**src/rtl/bcu_pkg.sv**
```systemverilog
package bcu_pkg;

   localparam int unsigned SEL_W     = 4;
   localparam int unsigned NUM_CODES = 1 << SEL_W;
   localparam int unsigned NUM_PAIRS = NUM_CODES / 2;
   localparam int unsigned PAIR_W    = SEL_W - 1;

   typedef struct packed {
      logic carry;
      logic zero;
      logic sign;
      logic ovf;
   } flags_t;

   // Index of each even-selector predicate; the odd selector inverts it.
   typedef enum logic [PAIR_W-1:0] {
      PR_EQ  = 3'd0,
      PR_GEU = 3'd1,
      PR_GTU = 3'd2,
      PR_PZ  = 3'd3,
      PR_GE  = 3'd4,
      PR_GT  = 3'd5,
      PR_OV  = 3'd6,
      PR_ALW = 3'd7
   } pair_e;

   localparam int unsigned DECODE_FOLD = 0;
   localparam int unsigned DECODE_FLAT = 1;

endpackage

```
**src/rtl/cond_predicates.sv**
```systemverilog
module cond_predicates
   import bcu_pkg::*;
(
   input  flags_t               flags,
   output logic [NUM_PAIRS-1:0] base
);

   logic sv_diff;

   always_comb begin
      sv_diff      = flags.sign ^ flags.ovf;
      base         = '0;
      base[PR_EQ]  = flags.zero;
      base[PR_GEU] = flags.carry;
      base[PR_GTU] = flags.carry & ~flags.zero;
      base[PR_PZ]  = ~flags.sign;
      base[PR_GE]  = ~sv_diff;
      base[PR_GT]  = ~(sv_diff | flags.zero);
      base[PR_OV]  = flags.ovf;
      base[PR_ALW] = 1'b1;
   end

endmodule

```
**src/rtl/cond_select.sv**
```systemverilog
module cond_select
   import bcu_pkg::*;
#(
   parameter int unsigned DECODE_STYLE = DECODE_FOLD
)(
   input  logic [SEL_W-1:0]     sel,
   input  logic [NUM_PAIRS-1:0] base,
   output logic                 hit
);

   generate
      if (DECODE_STYLE == DECODE_FOLD) begin : g_fold
         logic [PAIR_W-1:0] pair_idx;
         assign pair_idx = sel[SEL_W-1:1];
         assign hit      = base[pair_idx] ^ sel[0];
      end else if (DECODE_STYLE == DECODE_FLAT) begin : g_flat
         logic [NUM_CODES-1:0] full;
         for (genvar i = 0; i < NUM_CODES; i++) begin : g_code
            if ((i % 2) == 1) begin : g_odd
               assign full[i] = ~base[i/2];
            end else begin : g_even
               assign full[i] = base[i/2];
            end
         end
         assign hit = full[sel];
      end else begin : g_bad_style
         $error("cond_select: unsupported DECODE_STYLE %0d", DECODE_STYLE);
      end
   endgenerate

endmodule

```
**src/rtl/cond_result_stage.sv**
```systemverilog
module cond_result_stage #(
   parameter bit REGISTERED = 1'b1
)(
   input  logic clk,
   input  logic rst_n,
   input  logic req,
   input  logic hit,
   output logic taken,
   output logic valid
);

   generate
      if (REGISTERED) begin : g_reg
         logic taken_q;
         logic valid_q;

         always_ff @(posedge clk or negedge rst_n) begin
            if (!rst_n) begin
               taken_q <= 1'b0;
               valid_q <= 1'b0;
            end else begin
               valid_q <= req;
               if (req) begin
                  taken_q <= hit;
               end
            end
         end

         assign taken = taken_q;
         assign valid = valid_q;
      end else begin : g_comb
         assign taken = rst_n & hit;
         assign valid = rst_n & req;
      end
   endgenerate

endmodule

```
**src/rtl/branch_cond_unit.sv**
```systemverilog
module branch_cond_unit
   import bcu_pkg::*;
#(
   parameter int unsigned CODE_W       = 8,
   parameter bit          REGISTERED   = 1'b1,
   parameter int unsigned DECODE_STYLE = DECODE_FOLD
)(
   input  logic              clk,
   input  logic              rst_n,
   input  logic              req_valid,
   input  logic [CODE_W-1:0] cond_code,
   input  logic              flag_c,
   input  logic              flag_z,
   input  logic              flag_s,
   input  logic              flag_o,
   output logic              taken,
   output logic              taken_valid
);

   generate
      if (CODE_W < SEL_W) begin : g_bad_code_w
         $error("branch_cond_unit: CODE_W %0d narrower than selector", CODE_W);
      end
   endgenerate

   flags_t                flags;
   logic [SEL_W-1:0]      sel;
   logic [NUM_PAIRS-1:0]  base;
   logic                  hit;

   assign flags = '{carry: flag_c, zero: flag_z, sign: flag_s, ovf: flag_o};
   assign sel   = cond_code[SEL_W-1:0];

   cond_predicates u_pred (
      .flags (flags),
      .base  (base)
   );

   cond_select #(
      .DECODE_STYLE (DECODE_STYLE)
   ) u_sel (
      .sel  (sel),
      .base (base),
      .hit  (hit)
   );

   cond_result_stage #(
      .REGISTERED (REGISTERED)
   ) u_out (
      .clk   (clk),
      .rst_n (rst_n),
      .req   (req_valid),
      .hit   (hit),
      .taken (taken),
      .valid (taken_valid)
   );

endmodule

```
**config.mk**
```make
export PLATFORM = sky130hd
export DESIGN_NAME = branch_cond_unit
export DESIGN_NICKNAME = d
export VERILOG_FILES = /design/src/rtl/bcu_pkg.sv /design/src/rtl/cond_predicates.sv /design/src/rtl/cond_select.sv /design/src/rtl/cond_result_stage.sv /design/src/rtl/branch_cond_unit.sv
export SDC_FILE = /design/constraint.sdc
export NUM_CORES = 1
export LEC_CHECK = 0
export BUFFER_PORTS_ARGS = -buffer_cell sky130_fd_sc_hd__buf_2
export CAP_MARGIN = 25
export CORE_AREA = 2 2 39 41
export DETAILED_ROUTE_END_ITERATION = 7
export DIE_AREA = 0 0 41 43
export PLACE_DENSITY = 0.43
export SYNTH_ARGS = -nofsm -noshare
export SYNTH_HDL_FRONTEND = slang
export SYNTH_SLANG_ARGS = --single-unit
```
**constraint.sdc**
```tcl
create_clock -name clk -period 1 [get_ports clk]
set_input_delay 0.1 -clock clk [delete_from_list [all_inputs] [get_ports clk]]
set_output_delay 0.1 -clock clk [all_outputs]
set_load 0.005 [all_outputs]
```
Word level (Yosys, flattened, before mapping)
Index checks and enable logic that the tools add are counted.

Register bits: 2. Bits of input ports: 15. Output and inout port bits: 2. Word-level logic and storage cells: 13.

$lt $le $gt $ge: 1. Multiplexer cells: 2. Bitwise logic cells: 8.

Operator list (count): $lt A3 B4 Y1 const B (1); $not A1 Y1 (4); $bmux W1 S3 (1); $xor A1 B1 Y1 (2); $and A1 B1 Y1 (1); $mux W1 (1); $or A1 B1 Y1 (1).

Longest topological paths before layout
Gate-level depths: netlist (run 1).

Depth after elaboration: 6. Gate-level depth with buffers: 5. Mapped depth without buffers: 5.

By module
A second synthesis (run 1) with hierarchy kept.

Cells, all modules: 19. Area total of the unflattened synthesis: 200.2 um^2.

By module, submodules not included: cond_select (area each 76.3 um^2, times used 1, cells each 7); cond_result_stage (area each 65.1 um^2, times used 1, cells each 3); cond_predicates (area each 58.8 um^2, times used 1, cells each 9).

Worst setup path before layout (run 1)
Ideal clock, no wire load.

Path kind: input-to-reg. Start point: input flag_c. End point: register u_out.g_reg.taken_q (netlist: u_out.taken). Buffers on the path: 0. Data required time: 0.867 ns. Slack: 0.161 ns. Stages on the path: 4. Data arrival time: 0.706 ns. Path through: nor3b_2 -> a211o_2 -> nand4_1 -> nand4b_1.

Word-level cells in the longest chain between the ends: 4.

Ends and longest elaborated chain: start, declared (line branch_cond_unit.sv:12) `input logic flag_c,`; $and A1 B1 Y1 (line cond_predicates.sv:15) `base[PR_GTU] = flags.carry & ~flags.zero;`; $bmux W1 S3 (*) (line cond_select.sv:15) `assign hit = base[pair_idx] ^ sel[0];`; $mux W1 (not written as such) (*) (line cond_select.sv:15); $xor A1 B1 Y1 (*) (line cond_select.sv:15); end signal, assigned (line cond_result_stage.sv:24) `taken_q <= hit;`; end, declared (line cond_result_stage.sv:14) `logic taken_q;`.

Every way passes the cells marked *; elsewhere a longest branch is shown, timed or not. The select of a mux whose other input is x is not followed. A chain may end at the register's enable or synchronous reset.

Worst setup path in the final report (run 1)
Start point: register u_out.g_reg.taken_q (netlist: u_out.taken). End point: output taken.

RTL lines: end, declared (line branch_cond_unit.sv:16) `output logic taken,`.

No word-level cell between the ends.

==> results of run 1 <==
==> layout make-up <==
| cell class | count | area, um2 | area share, % |
|---|---|---|---|
| Multi-Input combinational cell | 19 | 133 | 44.4 |
| Tap cell | 16 | 20.0 | 6.69 |
| Inverter | 1 | 3.75 | 1.26 |
| Timing Repair Buffer | 13 | 70.1 | 23.4 |
| Sequential cell | 2 | 50.0 | 16.7 |
| Clock buffer | 3 | 22.5 | 7.53 |
==> layout by cell type, fill, tap and decap left out, drive strengths merged, types with 2 or more instances in the layout <==
master	Yosys	routed
nand3b	2	2
nand2	3	3
nand2b	2	2
dfrtp	2	2
nor2	2	2
clkbuf	0	3
buf	0	12
a21oi	2	2
==> repair_timing <==
action                    CTS  global route
gates resized for setup     0             0
hold endpoints to repair    2             0
hold buffers                1             0
==> cells by family after synthesis <==
kind of cell | Yosys count | synth area share [%]
simple gates | 12 | 39.6
compound gates | 7 | 31.5
flops | 2 | 26.8
buf+inv | 1 | 2.01
==> power by group <==
group / total (mW) / switching, mW / leakage (nW) / internal [mW]
combinational: 0.0848 / 0.0417 / 0.0946 / 0.0431
sequential: 0.0933 / 0.00323 / 0.0240 / 0.0900
clock: 0.178 / 0.0454 / 0.0138 / 0.132
total: 0.356 / 0.0903 / 0.132 / 0.265
==> worst paths after layout <==
kind                                          from                       to  slack, ps  cells after the start
setup / recovery           u_out.taken$_DFFE_PN0P_                    taken        190                      1
hold / removal                           req_valid    u_out.valid$_DFF_PN0_         60                      1
setup reg to reg           u_out.taken$_DFFE_PN0P_  u_out.taken$_DFFE_PN0P_        330                      2
hold reg to reg            u_out.taken$_DFFE_PN0P_  u_out.taken$_DFFE_PN0P_        520                      2
max in group asynchronous                    rst_n    u_out.valid$_DFF_PN0_        710                      2
min in group asynchronous                    rst_n  u_out.taken$_DFFE_PN0P_        200                      2
==> metal layers <==
layer / up-vias / track usage [%] / share of wire [%]
met5: - / 0 / 0
met4: 0 / 6.00 / 0
met3: 0 / 0.524 / 12
met2: 13 / 10.3 / 40
met1: 93 / 10.1 / 48
li1: 117 / - / -
==> state kept, by name (all words and copies together) (netlist names) <==
signal	cells
u_out.valid	1
u_out.taken	1
==> run_results.csv, run 1 <==
group,metric,value,unit
status,status,"finished, final reports clean",
synthesis,syn-instance-count,22,
synthesis,synth_edf_count,0,
sta,relSlewSlack,86.6,%
sta,drv_slew,0,
synthesis,synth_area,186,um2
worst_setup_path,worstSetupEndpointType,"output pin",
clocking,cts.sinks,2,
placement,portBuffers,12,
sta,fmax,1.24,GHz
sta,tns,0,ps
finish,n_antenna_cell,0,
pwr,power,0.356,mW
finish,fillerInstances,155,
die,fp.dieArea,1760,um2
grt,grtUsageTotal,7.49,%
worst_setup_path,crit_path_start_kind,"register",
placement,placed_area,267,um2
grt,grt_pass1_vias,236,
placement,gp_congestion,0.619,
grt,antenna_found_initial,0,
clocking,clk_transition_reported_paths,30,ps
die,core_area,1380,um2
drt,drcViolationCount,0,
clocking,cts_buffer_depth,2,
worst_setup_path,cp.required,900,ps
synthesis,synth_cell_type_count,16,
finish,drive_gt1_share,52.6,%
grt,grt_overflow_total,0,
drt,num_vias,223,
synthesis,synthMostInstantiatedCell,"nand2_1",
sta,worst_slack,191,ps
synthesis,netlist_top_cells_area,"dfrtp_1 27%, nand3b_1 8.1%, a211oi_2 6.7%",
placement,dp.cells,50,
drt,ant_nets,0,
finish,fin_area,299,um2
synthesis,synth_nets,37,
sta,fin_skew,0,ps
grt,grt_max_degree,7,
clocking,clock-root-buffer,"clkbuf_4",
sta,holdWs,58.4,ps
sta,hold_viol,0,
synthesis,ys_ff_latch,2,
clocking,numCtsBuffers,3,
sta,period_share,80.9,%
synthesis,yosysSeqAreaShare,26.8,%
worst_setup_path,critPathTopFamily,"flip-flops",
worst_hold_path,hp-class,"in -> reg",
sta,period_minus_slack,809,ps
synthesis,yosys-top-cells-count,"3 x nand2_1, 2 x dfrtp_1, 2 x nand2b_1, 2 x nand3b_1, 2 x nor2_1",
synthesis,ys_async_sr_fraction,100,%
clocking,postCtsSetupRepairBufs,0,
finish,nNetsFinal,55,
grt,grt_pass1_wl,897,um
synthesis,yosysTopAreaCell,"dfrtp_1",
worst_setup_path,cpPeakStageDelay,360,ps
finish,fin_util,21.6,%
drt,drt_wl_total,511,um
pwr,power_density,1190,nW/um2
synthesis,ys.flop_type,"dfrtp_1",
worst_setup_path,arrival,710,ps
die,dieHeight,43,um
die,io_pins,17,
worst_setup_path,worstPathMaxFanout,2,
worst_setup_path,cpMaxStageDelayCell,"dfrtp_1",
worst_setup_path,worstSetupPathType,"reg -> out",
pwr,ir_drop,0.212,mV
sta,setup_violations,0,
pwr,p_leak,0.132,nW
worst_setup_path,worstPathCellList,"buf_2",
placement,dpl_worst_slack,7.69,ps
die,start_util,13.5,%
finish,fin_cells,54,
drt,first_pass_iters,2,
synthesis,yosysWarningCount,0,
sta,rsz0062_at_grt,"false",
die,die_w,41,um
flow_run,cap_violations,0,
clocking,htreeDepth,1,
drt,via_per_inst,4.13,
sta,tightestPinTransition,201,ps
synthesis,syn_area_per_cell,8.47,um2
worst_setup_path,cp.buffers_inverters,1,
die,rows,14,
drt,drt_iter0_drc,3,
drt,wl_per_cell,9.46,um
clocking,clock_latency,220,ps
synthesis,synth.top_cell.area_share,26.8,%
finish,area_growth,60.4,%
clocking,cts_tree,"done",
No activity file was read; power rests on OpenSTA's default activity.
==> run 2, diff against run 1 <==
==> constraint.sdc (replaced) <==
create_clock -name clk -period 0.8 [get_ports clk]
set_input_delay 0.08 -clock clk [delete_from_list [all_inputs] [get_ports clk]]
set_output_delay 0.08 -clock clk [all_outputs]
set_load 0.005 [all_outputs]
==> run 2 against run 1 <==
Net effect: setup slack worse by 180 ps; via count unchanged; first-iteration DRC count down 33%; utilization unchanged; sequential share of layout area unchanged; clock power up 25%; non-clock buffer count unchanged; cell count unchanged; cell area unchanged; combinational power up 25%; wire length down 2.2%.
==> run_results.csv, run 2 (synthesis results as in run 1) <==
group,metric,value,unit
pwr,power_density,1490,nW/um2
finish,regArea,50.0,um2
worst_setup_path,arrival,710,ps
drt,first_pass_iters,3,
finish,area_growth,60.4,%
grt,grt_pass1_vias,229,
drt,wl_per_cell,9.26,um
die,rows,14,
clocking,cts_tree,"done",
worst_setup_path,cpMaxStageDelayCell,"dfrtp_1",
clocking,clock-root-buffer,"clkbuf_4",
clocking,clock_latency,220,ps
die,dieHeight,43,um
finish,fillerInstances,163,
drt,drt_wl_total,500,um
clocking,htreeDepth,1,
finish,multi_input_area,133,um2
grt,antenna_found_initial,0,
pwr,p_sw,0.114,mW
sta,rsz0062_at_grt,"true",
clocking,cts_buffer_depth,2,
die,start_util,13.5,%
sta,relSlewSlack,86.3,%
worst_setup_path,worstPathMaxFanout,2,
worst_setup_path,worstSetupEndpointType,"output pin",
placement,portBuffers,12,
finish,nNetsFinal,55,
finish,drive_gt1_share,52.6,%
grt,grt_overflow_total,0,
pwr,p_sw_share,25.5,%
worst_setup_path,critPathTopFamily,"flip-flops",
pwr,p_leak,0.132,nW
drt,drcViolationCount,0,
finish,layout_common_cells,"12 x buf_2, 3 x nand2_1, 3 x clkbuf_4",
pwr,p_seq_share,26.1,%
finish,final_common_cell,"buf_2",
sta,period_share,98.7,%
placement,dpl_worst_slack,-145,ps
sta,fin_skew,0,ps
grt,top_usage_layer,"met1",
worst_setup_path,crit_path_start_kind,"register",
status,status,"finished, final reports clean",
sta,setup_violations,0,
die,core_area,1380,um2
clocking,clk_transition_reported_paths,30,ps
worst_setup_path,cp.buffers_inverters,1,
worst_hold_path,hp-class,"in -> reg",
finish,n_antenna_cell,0,
sta,drv_slew,0,
worst_setup_path,worstSetupPathType,"reg -> out",
grt,grt_use_met2,9.69,%
pwr,p_int,0.332,mW
drt,via_per_inst,4.13,
clocking,numCtsBuffers,3,
drt,drt_iter0_drc,2,
grt,grtUsageTotal,8.31,%
finish,fin_area,299,um2
worst_setup_path,worstPathCellList,"buf_2",
flow_run,cap_violations,0,
grt,grt_pass1_wl,966,um
die,fp.dieArea,1760,um2
sta,tightestPinTransition,205,ps
pwr,p_comb_share,23.8,%
placement,dpl.hpwl,401,um
sta,period_minus_slack,790,ps
sta,fmax,1.27,GHz
sta,worst_slack,10.1,ps
placement,gp_congestion,0.588,
drt,ant_nets,0,
grt,use_met3,4.71,%
clocking,cts.sinks,2,
sta,tns,0,ps
finish,fin_util,21.6,%
sta,hold_viol,0,
pwr,ir_drop,0.403,mV
grt,met1_usage,10.8,%
die,die_w,41,um
placement,placed_area,267,um2
die,io_pins,17,
clocking,postCtsSetupRepairBufs,0,
pwr,clock_power_share,50.1,%
worst_setup_path,cpPeakStageDelay,360,ps
grt,grt_max_degree,7,
worst_setup_path,cp.required,720,ps
drt,num_vias,223,
-- run 2: cell counts in the layout (fill, tap and decap cells not counted) --
Identical to the previous run, type by type.
-- run 2: final timing paths --
check / from / end / slack [ps] / cells after the start
worst max-delay path: u_out.taken$_DFFE_PN0P_ / taken / 10 / 1
worst min-delay path: req_valid / u_out.valid$_DFF_PN0_ / 40 / 1
worst max register to register: u_out.taken$_DFFE_PN0P_ / u_out.taken$_DFFE_PN0P_ / 140 / 2
worst min register to register: u_out.taken$_DFFE_PN0P_ / u_out.taken$_DFFE_PN0P_ / 510 / 2
max in group asynchronous: rst_n / u_out.valid$_DFF_PN0_ / 530 / 2
min in group asynchronous: rst_n / u_out.taken$_DFFE_PN0P_ / 170 / 2
-- run 2: metrics by stage --
step / std cells / hold WS, ps / power (mW)
after floorplan: 22 / -216 / 0.163
after global placement: 50 / -132 / 0.220
after detailed placement: 50 / -130 / 0.220
after CTS: 54 / 26.5 / 0.462
after global routing: 54 / 37.3 / 0.497
final: 54 / 35.7 / 0.445
-- run 2: worst reg2reg max path, stage by stage, from the launching register on --
cell	delay, ps
dfrtp_1	360
nand2b_1	80
nand4b_1	90
-- run 2: timing repair --
item / in CTS / in global routing
gates resized for setup: 0 / 0
endpoints found under the hold margin: 2 / 0
hold buffers: 1 / 0
endpoints found under the setup margin: 0 / 2
-- run 2: area by class of cell --
cell class / count / area share (%)
well taps: 16 / 6.69
clock buffers: 3 / 7.53
repair buffers: 13 / 23.4
multi-input cells: 19 / 44.4
inverters: 1 / 1.26
flip-flops and latches: 2 / 16.7
-- run 2: power by group through the flow --
| stage | sequential (mW) | clock, mW | combinational [mW] |
|---|---|---|---|
| after floorplan | 0.119 | 0 | 0.0434 |
| after global placement | 0.117 | 0 | 0.103 |
| after detailed placement | 0.117 | 0 | 0.103 |
| after CTS | 0.116 | 0.239 | 0.107 |
| after global routing | 0.117 | 0.257 | 0.123 |
| final | 0.116 | 0.223 | 0.106 |
-- run 2: routing by layer --
layer | up-vias | part of all wire, % | routed length [um]
met1 | 90 | 51 | 255
met4 | 0 | 1.8 | 9
met3 | 2 | 14 | 69
met2 | 15 | 33 | 166
met5 | - | 0 | 0
li1 | 116 | - | -
